==> config.mk <==
export PLATFORM = sky130hd
export DESIGN_NAME = pad_function_mux
export DESIGN_NICKNAME = d
export VERILOG_FILES = /design/src/rtl/pad_mux_pkg.sv /design/src/rtl/pad_claim_map.sv /design/src/rtl/pad_owner_mux.sv /design/src/rtl/sf_input_route.sv /design/src/rtl/pad_function_mux.sv
export SDC_FILE = /design/constraint.sdc
export NUM_CORES = 1
export LEC_CHECK = 0
export ABC_CLOCK_PERIOD_IN_PS = 1700
export CORE_AREA = 2 2 157 159
export DETAILED_ROUTE_END_ITERATION = 10
export DIE_AREA = 0 0 159 161
export MAX_ROUTING_LAYER = met4
export PLACE_DENSITY = 0.41
export SLEW_MARGIN = 0
export SYNTH_ARGS = -nofsm -noshare
export SYNTH_HDL_FRONTEND = slang
export SYNTH_SLANG_ARGS = --single-unit
export TNS_END_PERCENT = 100
==> constraint.sdc <==
create_clock -name vclk -period 1.7
set_input_delay 0.34 -clock vclk [all_inputs]
set_output_delay 0.34 -clock vclk [all_outputs]
set_load 0.02 [all_outputs]
==> src/rtl/pad_mux_pkg.sv <==
// Package: pad numbers bound to management special functions, the monitor
// enable bit positions and the pad owner encoding.
// Assumes a pad bank of at least 36 pads so every bound pad number exists.
package pad_mux_pkg;

    localparam int PAD_COUNT  = 38;
    localparam int MON_W      = 3;
    localparam int IRQ_W      = 2;

    // Diagnostic serial port
    localparam int P_DBG_SDO  = 1;
    localparam int P_DBG_SDI  = 2;
    localparam int P_DBG_CSB  = 3;
    localparam int P_DBG_SCK  = 4;
    // UART
    localparam int P_UART_RX  = 5;
    localparam int P_UART_TX  = 6;
    // Interrupt inputs
    localparam int P_IRQ_A    = 7;
    localparam int P_IRQ_B    = 12;
    // Monitor outputs
    localparam int P_MON_TRAP = 13;
    localparam int P_MON_CORE = 14;
    localparam int P_MON_USER = 15;
    // SPI master
    localparam int P_SPIM_SCK = 32;
    localparam int P_SPIM_CSB = 33;
    localparam int P_SPIM_SDI = 34;
    localparam int P_SPIM_SDO = 35;

    // Monitor enable bit positions
    localparam int MON_TRAP_BIT = 0;
    localparam int MON_USER_BIT = 1;
    localparam int MON_CORE_BIT = 2;

    typedef enum logic [1:0] {
        OWN_USER    = 2'd0,
        OWN_SPECIAL = 2'd1,
        OWN_GPIO    = 2'd2
    } owner_e;

endpackage

==> src/rtl/pad_claim_map.sv <==
// Module: pad_claim_map
// Builds per-pad vectors saying which pads an enabled special function
// claims, and the value and output-disable that function wants on the pad.
// Input-only functions ask for output 0 and output-disable 1.
// Assumes NPAD exceeds every bound pad number in pad_mux_pkg.
module pad_claim_map
    import pad_mux_pkg::*;
#(
    parameter int NPAD = PAD_COUNT
) (
    input  logic             dbg_off,
    input  logic             dbg_sdo,
    input  logic             uart_en,
    input  logic             uart_tx,
    input  logic [MON_W-1:0] mon_en,
    input  logic             trap_state,
    input  logic             core_clk,
    input  logic             user_clk,
    input  logic [IRQ_W-1:0] irq_en,
    input  logic             spim_en,
    input  logic             spim_sck,
    input  logic             spim_csb,
    input  logic             spim_sdo,
    output logic [NPAD-1:0]  claim,
    output logic [NPAD-1:0]  claim_out,
    output logic [NPAD-1:0]  claim_oeb
);

    logic dbg_on;

    // Purpose: active-high form of the diagnostic port enable.
    always_comb dbg_on = ~dbg_off;

    // Purpose: place each enabled special function onto its fixed pads.
    always_comb begin
        claim     = '0;
        claim_out = '0;
        claim_oeb = '1;

        // Diagnostic serial port: one output, three inputs
        claim[P_DBG_SDO]     = dbg_on;
        claim_out[P_DBG_SDO] = dbg_sdo;
        claim_oeb[P_DBG_SDO] = 1'b0;
        claim[P_DBG_SDI]     = dbg_on;
        claim[P_DBG_CSB]     = dbg_on;
        claim[P_DBG_SCK]     = dbg_on;

        // UART: receive input, transmit output
        claim[P_UART_RX]     = uart_en;
        claim[P_UART_TX]     = uart_en;
        claim_out[P_UART_TX] = uart_tx;
        claim_oeb[P_UART_TX] = 1'b0;

        // Interrupt inputs
        claim[P_IRQ_A]       = irq_en[0];
        claim[P_IRQ_B]       = irq_en[1];

        // Monitor outputs
        claim[P_MON_TRAP]     = mon_en[MON_TRAP_BIT];
        claim_out[P_MON_TRAP] = trap_state;
        claim_oeb[P_MON_TRAP] = 1'b0;
        claim[P_MON_CORE]     = mon_en[MON_CORE_BIT];
        claim_out[P_MON_CORE] = core_clk;
        claim_oeb[P_MON_CORE] = 1'b0;
        claim[P_MON_USER]     = mon_en[MON_USER_BIT];
        claim_out[P_MON_USER] = user_clk;
        claim_oeb[P_MON_USER] = 1'b0;

        // SPI master: three outputs, one input
        claim[P_SPIM_SCK]     = spim_en;
        claim_out[P_SPIM_SCK] = spim_sck;
        claim_oeb[P_SPIM_SCK] = 1'b0;
        claim[P_SPIM_CSB]     = spim_en;
        claim_out[P_SPIM_CSB] = spim_csb;
        claim_oeb[P_SPIM_CSB] = 1'b0;
        claim[P_SPIM_SDI]     = spim_en;
        claim[P_SPIM_SDO]     = spim_en;
        claim_out[P_SPIM_SDO] = spim_sdo;
        claim_oeb[P_SPIM_SDO] = 1'b0;
    end

endmodule

==> src/rtl/pad_owner_mux.sv <==
// Module: pad_owner_mux
// One pad's three-level selector. The user project owns the pad when its
// management bit is clear. Otherwise a claiming special function owns it,
// and failing that the general-purpose data register owns it.
// Assumes claim_out and claim_oeb are meaningful only while claim is set.
module pad_owner_mux
    import pad_mux_pkg::*;
(
    input  logic   mgmt_en,
    input  logic   claim,
    input  logic   claim_out,
    input  logic   claim_oeb,
    input  logic   usr_out,
    input  logic   usr_oeb,
    input  logic   gp_out,
    input  logic   gp_oeb,
    input  logic   pad_in,
    output owner_e owner,
    output logic   pad_out,
    output logic   pad_oeb,
    output logic   usr_in
);

    // Purpose: fixed precedence, user first, then special, then register.
    always_comb begin
        if (!mgmt_en)   owner = OWN_USER;
        else if (claim) owner = OWN_SPECIAL;
        else            owner = OWN_GPIO;
    end

    // Purpose: steer the selected source onto the pad drivers.
    always_comb begin
        case (owner)
            OWN_USER: begin
                pad_out = usr_out;
                pad_oeb = usr_oeb;
            end
            OWN_SPECIAL: begin
                pad_out = claim_out;
                pad_oeb = claim_oeb;
            end
            default: begin
                pad_out = gp_out;
                pad_oeb = gp_oeb;
            end
        endcase
    end

    // Purpose: pass the pad value to the user only while the user owns it.
    always_comb usr_in = (owner == OWN_USER) ? pad_in : 1'b0;

endmodule

==> src/rtl/sf_input_route.sv <==
// Module: sf_input_route
// Delivers pad values to special-function inputs whose pads they own.
// An input whose pad is not owned reads its idle level: high for the
// active-low chip select and the UART line, low for the rest.
module sf_input_route
    import pad_mux_pkg::*;
(
    input  logic             own_dbg_sdi,
    input  logic             own_dbg_csb,
    input  logic             own_dbg_sck,
    input  logic             own_uart_rx,
    input  logic             own_irq_a,
    input  logic             own_irq_b,
    input  logic             own_spim_sdi,
    input  logic             pin_dbg_sdi,
    input  logic             pin_dbg_csb,
    input  logic             pin_dbg_sck,
    input  logic             pin_uart_rx,
    input  logic             pin_irq_a,
    input  logic             pin_irq_b,
    input  logic             pin_spim_sdi,
    output logic             dbg_sdi,
    output logic             dbg_csb,
    output logic             dbg_sck,
    output logic             uart_rx,
    output logic [IRQ_W-1:0] irq,
    output logic             spim_sdi
);

    // Purpose: select the pad value or the idle level per input.
    always_comb begin
        dbg_sdi  = own_dbg_sdi  ? pin_dbg_sdi  : 1'b0;
        dbg_csb  = own_dbg_csb  ? pin_dbg_csb  : 1'b1;
        dbg_sck  = own_dbg_sck  ? pin_dbg_sck  : 1'b0;
        uart_rx  = own_uart_rx  ? pin_uart_rx  : 1'b1;
        irq[0]   = own_irq_a    ? pin_irq_a    : 1'b0;
        irq[1]   = own_irq_b    ? pin_irq_b    : 1'b0;
        spim_sdi = own_spim_sdi ? pin_spim_sdi : 1'b0;
    end

endmodule

==> src/rtl/pad_function_mux.sv <==
// Module: pad_function_mux (top)
// Pad ownership and function mux for a bank of NPAD pads. It combines the
// special-function claim map, one owner selector per pad and the routing of
// special-function inputs. It is purely combinational and adds no latency,
// so the clock monitor pads forward their clocks directly.
// Assumes NPAD >= 36.
module pad_function_mux
    import pad_mux_pkg::*;
#(
    parameter int NPAD = PAD_COUNT
) (
    input  logic [NPAD-1:0]  mgmt_en,
    input  logic [NPAD-1:0]  cfg_oeb,
    input  logic [NPAD-1:0]  gp_out,
    output logic [NPAD-1:0]  gp_in,
    input  logic [NPAD-1:0]  usr_out,
    input  logic [NPAD-1:0]  usr_oeb,
    output logic [NPAD-1:0]  usr_in,
    input  logic [NPAD-1:0]  pad_in,
    output logic [NPAD-1:0]  pad_out,
    output logic [NPAD-1:0]  pad_oeb,
    input  logic             dbg_off,
    input  logic             dbg_sdo,
    output logic             dbg_sdi,
    output logic             dbg_csb,
    output logic             dbg_sck,
    input  logic             uart_en,
    input  logic             uart_tx,
    output logic             uart_rx,
    input  logic [MON_W-1:0] mon_en,
    input  logic             trap_state,
    input  logic             core_clk,
    input  logic             user_clk,
    input  logic [IRQ_W-1:0] irq_en,
    output logic [IRQ_W-1:0] irq,
    input  logic             spim_en,
    input  logic             spim_sck,
    input  logic             spim_csb,
    input  logic             spim_sdo,
    output logic             spim_sdi
);

    logic [NPAD-1:0] claim;
    logic [NPAD-1:0] claim_out;
    logic [NPAD-1:0] claim_oeb;
    logic [NPAD-1:0] sf_owned;
    owner_e          owner [NPAD];

    // Purpose: management readback always sees the pad value.
    always_comb gp_in = pad_in;

    pad_claim_map #(.NPAD(NPAD)) u_claim (
        .dbg_off    (dbg_off),
        .dbg_sdo    (dbg_sdo),
        .uart_en    (uart_en),
        .uart_tx    (uart_tx),
        .mon_en     (mon_en),
        .trap_state (trap_state),
        .core_clk   (core_clk),
        .user_clk   (user_clk),
        .irq_en     (irq_en),
        .spim_en    (spim_en),
        .spim_sck   (spim_sck),
        .spim_csb   (spim_csb),
        .spim_sdo   (spim_sdo),
        .claim      (claim),
        .claim_out  (claim_out),
        .claim_oeb  (claim_oeb)
    );

    for (genvar i = 0; i < NPAD; i++) begin : g_pad
        pad_owner_mux u_sel (
            .mgmt_en   (mgmt_en[i]),
            .claim     (claim[i]),
            .claim_out (claim_out[i]),
            .claim_oeb (claim_oeb[i]),
            .usr_out   (usr_out[i]),
            .usr_oeb   (usr_oeb[i]),
            .gp_out    (gp_out[i]),
            .gp_oeb    (cfg_oeb[i]),
            .pad_in    (pad_in[i]),
            .owner     (owner[i]),
            .pad_out   (pad_out[i]),
            .pad_oeb   (pad_oeb[i]),
            .usr_in    (usr_in[i])
        );

        // Purpose: flag pads currently held by a special function.
        always_comb sf_owned[i] = (owner[i] == OWN_SPECIAL);
    end

    sf_input_route u_route (
        .own_dbg_sdi  (sf_owned[P_DBG_SDI]),
        .own_dbg_csb  (sf_owned[P_DBG_CSB]),
        .own_dbg_sck  (sf_owned[P_DBG_SCK]),
        .own_uart_rx  (sf_owned[P_UART_RX]),
        .own_irq_a    (sf_owned[P_IRQ_A]),
        .own_irq_b    (sf_owned[P_IRQ_B]),
        .own_spim_sdi (sf_owned[P_SPIM_SDI]),
        .pin_dbg_sdi  (pad_in[P_DBG_SDI]),
        .pin_dbg_csb  (pad_in[P_DBG_CSB]),
        .pin_dbg_sck  (pad_in[P_DBG_SCK]),
        .pin_uart_rx  (pad_in[P_UART_RX]),
        .pin_irq_a    (pad_in[P_IRQ_A]),
        .pin_irq_b    (pad_in[P_IRQ_B]),
        .pin_spim_sdi (pad_in[P_SPIM_SDI]),
        .dbg_sdi      (dbg_sdi),
        .dbg_csb      (dbg_csb),
        .dbg_sck      (dbg_sck),
        .uart_rx      (uart_rx),
        .irq          (irq),
        .spim_sdi     (spim_sdi)
    );

endmodule

==> results of run 1 <==
[cell usage in the layout, fill, tap and decap left out]
cell,count
dlygate4sd2_1,123
inv_1,15
nor2b_1,37
nand2_1,5
buf_12,2
clkdlybuf4s50_1,205
and3_1,3
clkdlybuf4s15_1,10
clkbuf_2,3
o21ai_0,13
o22a_1,3
buf_6,1
and2b_2,1
o21ai_1,2
nand3b_1,12
or3b_1,1
dlymetal6s2s_1,9
mux2_4,1
buf_2,33
mux2i_1,8
mux2_2,45
nor2_1,18
clkdlybuf4s15_2,17
buf_4,24
a21oi_1,12
nand3_1,4
[cells in the mapped netlist]
cell	number
or3b_1	1
a21oi_1	12
nor2_1	18
inv_1	15
o22a_1	3
o21ai_0	15
nor2b_1	37
nand3_1	4
nand2_1	5
and2b_2	1
mux2_2	46
mux2i_1	8
buf_4	153
nand3b_1	12
and3_1	3
buf_6	1
[how the worst min path moves through the flow]
stage / end / slack (ns) / cells past startpoint
after floorplan: gp_in[0] / 0.79 / 1
after global placement: pad_oeb[35] / 1.37 / 4
after detailed placement: pad_oeb[35] / 1.38 / 4
after CTS: pad_oeb[25] / 1.25 / 3
after global routing: pad_out[15] / 1.13 / 3
final: pad_out[15] / 1.08 / 3
[report_power, final]
group	leakage, nW	internal [mW]	switching, mW
combinational	2.56	0.864	0.628
clock	0	0	0
sequential	0	0	0
total	2.56	0.864	0.628
[routing by layer]
layer  wire length, um  GRT usage
met5                 0          -
met4                76    0.00455
met3               972     0.0149
met2              6460      0.171
met1              3720     0.0802
[cells by family after synthesis]
family          Yosys count  synth area share
simple gates             81             0.190
mux                      54             0.245
compound gates           30            0.0662
buf+inv                 169             0.498
[cell type report]
type | instances | area share
well taps | 324 | 0.0720
multi-input cells | 165 | 0.218
repair buffers | 427 | 0.700
inverters | 15 | 0.00999
[critical path, stage by stage]
cell	delay (ns)
clkdlybuf4s50_1	0.42
mux2_2	0.29
clkdlybuf4s15_1	0.29
[stage by stage]
stage / setup TNS, ns / hold slack, ns / instance area [um2]
after floorplan: 0 / 0.793 / 2440
after global placement: -45.59 / 1.37 / 5920
after detailed placement: -45.96 / 1.38 / 5920
after CTS: 0 / 1.25 / 5650
after global routing: 0 / 1.13 / 5630
final: 0 / 1.08 / 5630
[timing repair]
item                                    CTS  global route
endpoints found under the hold margin     0             0
hold buffers                              0             0
endpoints found under the setup margin  159            37
gates resized for setup                 333            30
setup buffers                             0             0
==> run_results.csv, run 1 <==
group,metric,value,unit
final_layout,drive_gt1_frac,0.209,
final_layout,regArea,0,um2
placement,dp_hpwl,10600,um
final_layout,nets,853,
worst_setup_path,cp_data_required_time,1.36,ns
worst_setup_path,endpoint,"pad_oeb[0]",
yosys,syn_area,2440,um2
yosys,synthCells,334,
placement,io_buffers,403,
power_and_ir_drop,p_per_area,265,nW/um2
die,coreArea,24000,um2
final_layout,final_cells,931,
drt,drcViolationCount,0,
drt,firstDrtPassIters,4,
power_and_ir_drop,power,1.49,mW
worst_setup_path,cp_max_fo,1,
worst_setup_path,crit_start,"cfg_oeb[0]",
final_layout,area.growth.synth_to_final,131,%
placement,placed_cells,931,
power_and_ir_drop,p_leak,2.56,nW
outcome,status,"complete, no violations",
drt,drtIter0Drc,55,
die,die_w,159,um
drt,routed_wl,11200,um
drt,wire_per_inst,12.1,um
global_route,grt_max_degree,12,
drt,vias_per_cell,3.20,
die,ios,403,
yosys,syn_avg_cell_area,7.30,um2
worst_hold_path,worstHoldStart,"mgmt_en[15]",
placement,post-place-ws,-0.586,ns
final_layout,clkbuf_count,0,
worst_setup_path,setup.worst_path.class,"in2out",
timing,setup_viol,0,
final_layout,multi_input_area,1230,um2
timing,grt_setup_unrepaired,"no",
yosys,synth_warnings,0,
yosys,synth_top_area_share,0.471,
placement,place_congestion,0.827,
die,fp.dieH,161,um
worst_setup_path,cp.arrival,1.33,ns
die,die_area,25600,um2
die,num_rows,57,
timing,period_needed,1.67,ns
timing,worstMarginPinSlew,0.257,ns
worst_setup_path,crit_path_end_kind,"output port",
global_route,overflow,0,
global_route,first_global_vias,3262,
power_and_ir_drop,ir_drop,96.9,uV
yosys,synth_top_cell_by_area,"buf_4",
timing,final.period_utilization,0.985,
yosys,synth.area.top_cells,"buf_4, mux2_2, nor2b_1",
drt,ant_nets,0,
drt,via_count,2977,
timing,slew_violations,0,
yosys,synth_nets,578,
timing,max_slew_margin,0.830,
final_layout,final_util,0.235,
final_layout,n_antenna_cell,0,
timing,hold_violations,0,
worst_setup_path,startpoint_type,"primary input",
global_route,track_usage,0.0814,
die,start_util,0.102,
worst_hold_path,min_path_type,"in2out",
global_route,grt_antenna_before_repair,0,
timing,fin_ws,0.0259,ns
yosys,synth_cell_types,16,
global_route,grt_pass1_wl,16800,um
final_layout,seq_cells,0,
timing,fmax,0.597,GHz
final_layout,fillers,2676,
flow_run,cap_viol_max_count,0,
yosys,seq_area_frac_synth,0,
(Power assumes the default switching activity.)
==> inputs of run 2 (changes only) <==
SETUP_SLACK_MARGIN = 0.02   (was default)
==> run 2 against run 1 <==
Effect of this change:
- combinational power about the same
- global-route usage is essentially flat
- final cell count unchanged
- largest cell class unchanged
- largest power group unchanged
==> run_results.csv, run 2 (same netlist as run 1, synthesis figures left out) <==
group,metric,value,unit
die,fp.dieH,161,um
flow_run,cap_viol_max_count,0,
drt,wire_per_inst,12.1,um
drt,firstDrtPassIters,4,
worst_setup_path,cp.arrival,1.33,ns
timing,grt_setup_unrepaired,"no",
power_and_ir_drop,power,1.50,mW
timing,max_slew_margin,0.830,
final_layout,area.growth.synth_to_final,130,%
timing,final.period_utilization,0.980,
final_layout,n_antenna_cell,0,
drt,ant_nets,0,
global_route,first_global_vias,3261,
timing,worstMarginPinSlew,0.256,ns
worst_setup_path,cp_max_fo,1,
drt,wl_met2,6460,um
final_layout,drive_gt1_frac,0.217,
worst_setup_path,crit_chain,"clkdlybuf4s50_1 > mux2_2 > dlygate4sd2_1",
worst_setup_path,cp_data_required_time,1.36,ns
final_layout,fillers,2683,
worst_setup_path,startpoint_type,"primary input",
final_layout,seq_cells,0,
worst_setup_path,crit_path_end_kind,"output port",
die,ios,403,
global_route,track_usage,0.0813,
timing,setup_viol,0,
drt,topRoutingLayerUsed,"met4",
global_route,grt_max_degree,12,
die,die_w,159,um
drt,met1_length,3730,um
timing,hold_ws,1.08,ns
die,start_util,0.102,
drt,drtIter0Drc,52,
die,num_rows,57,
final_layout,nets,853,
drt,drcViolationCount,0,
timing,fmax,0.600,GHz
timing,period_needed,1.67,ns
outcome,status,"complete, no violations",
worst_setup_path,cp_slowest_cell,"clkdlybuf4s50_1",
timing,slew_violations,0,
worst_hold_path,hold-path-endpoint,"pad_out[15]",
clock_network,cts.hold.buffers_added,0,
drt,vias_per_cell,3.21,
power_and_ir_drop,ir_drop,97.1,uV
drt,wl_met3,964,um
power_and_ir_drop,p_per_area,266,nW/um2
final_layout,final_common_cell,"clkdlybuf4s50_1",
global_route,grt_pass1_wl,16800,um
worst_setup_path,setup.worst_path.class,"in2out",
worst_setup_path,max_stage_delay,0.40,ns
worst_hold_path,min_path_type,"in2out",
final_layout,layout_common_cells,"clkdlybuf4s50_1, dlygate4sd2_1, mux2_2",
power_and_ir_drop,p_leak,2.46,nW
timing,hold_violations,0,
final_layout,final_util,0.234,
worst_hold_path,worstHoldStart,"mgmt_en[15]",
die,die_area,25600,um2
final_layout,clkbuf_count,0,
global_route,grt_antenna_before_repair,0,
die,coreArea,24000,um2
placement,io_buffers,403,
placement,place_congestion,0.827,
placement,dp_hpwl,10600,um
global_route,overflow,0,
final_layout,regArea,0,um2
drt,via_count,2991,
drt,routed_wl,11200,um
worst_hold_path,holdPathStages,3,
==> run 2: changes by cell type in the layout (fill, tap and decap cells not counted) <==
cell | before | now
clkdlybuf4s15_1 | 10 | 33
dlygate4sd2_1 | 123 | 102
dlymetal6s2s_1 | 9 | 2
clkbuf_2 | 3 | 7
clkdlybuf4s15_2 | 17 | 13
buf_4 | 24 | 26
clkdlybuf4s50_1 | 205 | 207
buf_2 | 33 | 34
nand3_1 | 4 | 3
nand3_2 | 0 | 1
nor2_1 | 18 | 17
nor2_2 | 0 | 1
==> run 2: critical path: cells and delay by family <==
family / cells / cell delay (ns)
multiplexers: 1 / 0.25
buffers and inverters: 2 / 0.73
==> run 2: per-layer routing <==
layer / up-vias / GRT usage
met2: 209 / 0.171
met5: - / -
met3: 6 / 0.0141
met4: 0 / 0.00455
li1: 1494 / -
met1: 1282 / 0.0803
==> run 2: final cells by class <==
cell class | count | area, um2 | area share
inverter | 15 | 56.3 | 0.0100
multi-input combinational | 165 | 1230 | 0.220
timing repair buffer | 427 | 3920 | 0.698
tap | 324 | 405 | 0.0722
==> run 2: where the power goes <==
part	leakage (nW)	total (mW)	internal (mW)	switching [mW]
logic	2.46	1.50	0.865	0.631
clock network	0	0	0	0
registers	0	0	0	0
==> run 2: per-stage QoR <==
step	instances	cell area, um2	setup slack, ns	TNS, ns
floorplan	334	2440	0.494	0
global placement	931	5920	-0.576	-45.59
detailed placement	931	5920	-0.586	-45.96
CTS	931	5620	0.0214	0
global route	931	5620	0.0205	0
finish	931	5620	0.0334	0
==> run 2: timing repair <==
action / in CTS / in global routing
pin swaps: 0 / 0
gates cloned: 0 / 0
setup endpoints to repair: 159 / 52
resized for setup: 339 / 58
setup buffers: 0 / 0
==> run 2: worst max path at each step <==
stage	start	to	slack, ns	cells past startpoint
2_1_floorplan	spim_en	pad_out[32]	0.49	4
5_1_grt	pad_in[34]	spim_sdi	0.02	3
3_3_place_gp	spim_en	pad_out[35]	-0.58	4
6_report	cfg_oeb[8]	pad_oeb[8]	0.03	3
4_1_cts	usr_oeb[21]	pad_oeb[21]	0.02	3
3_5_place_dp	spim_en	pad_out[33]	-0.59	4
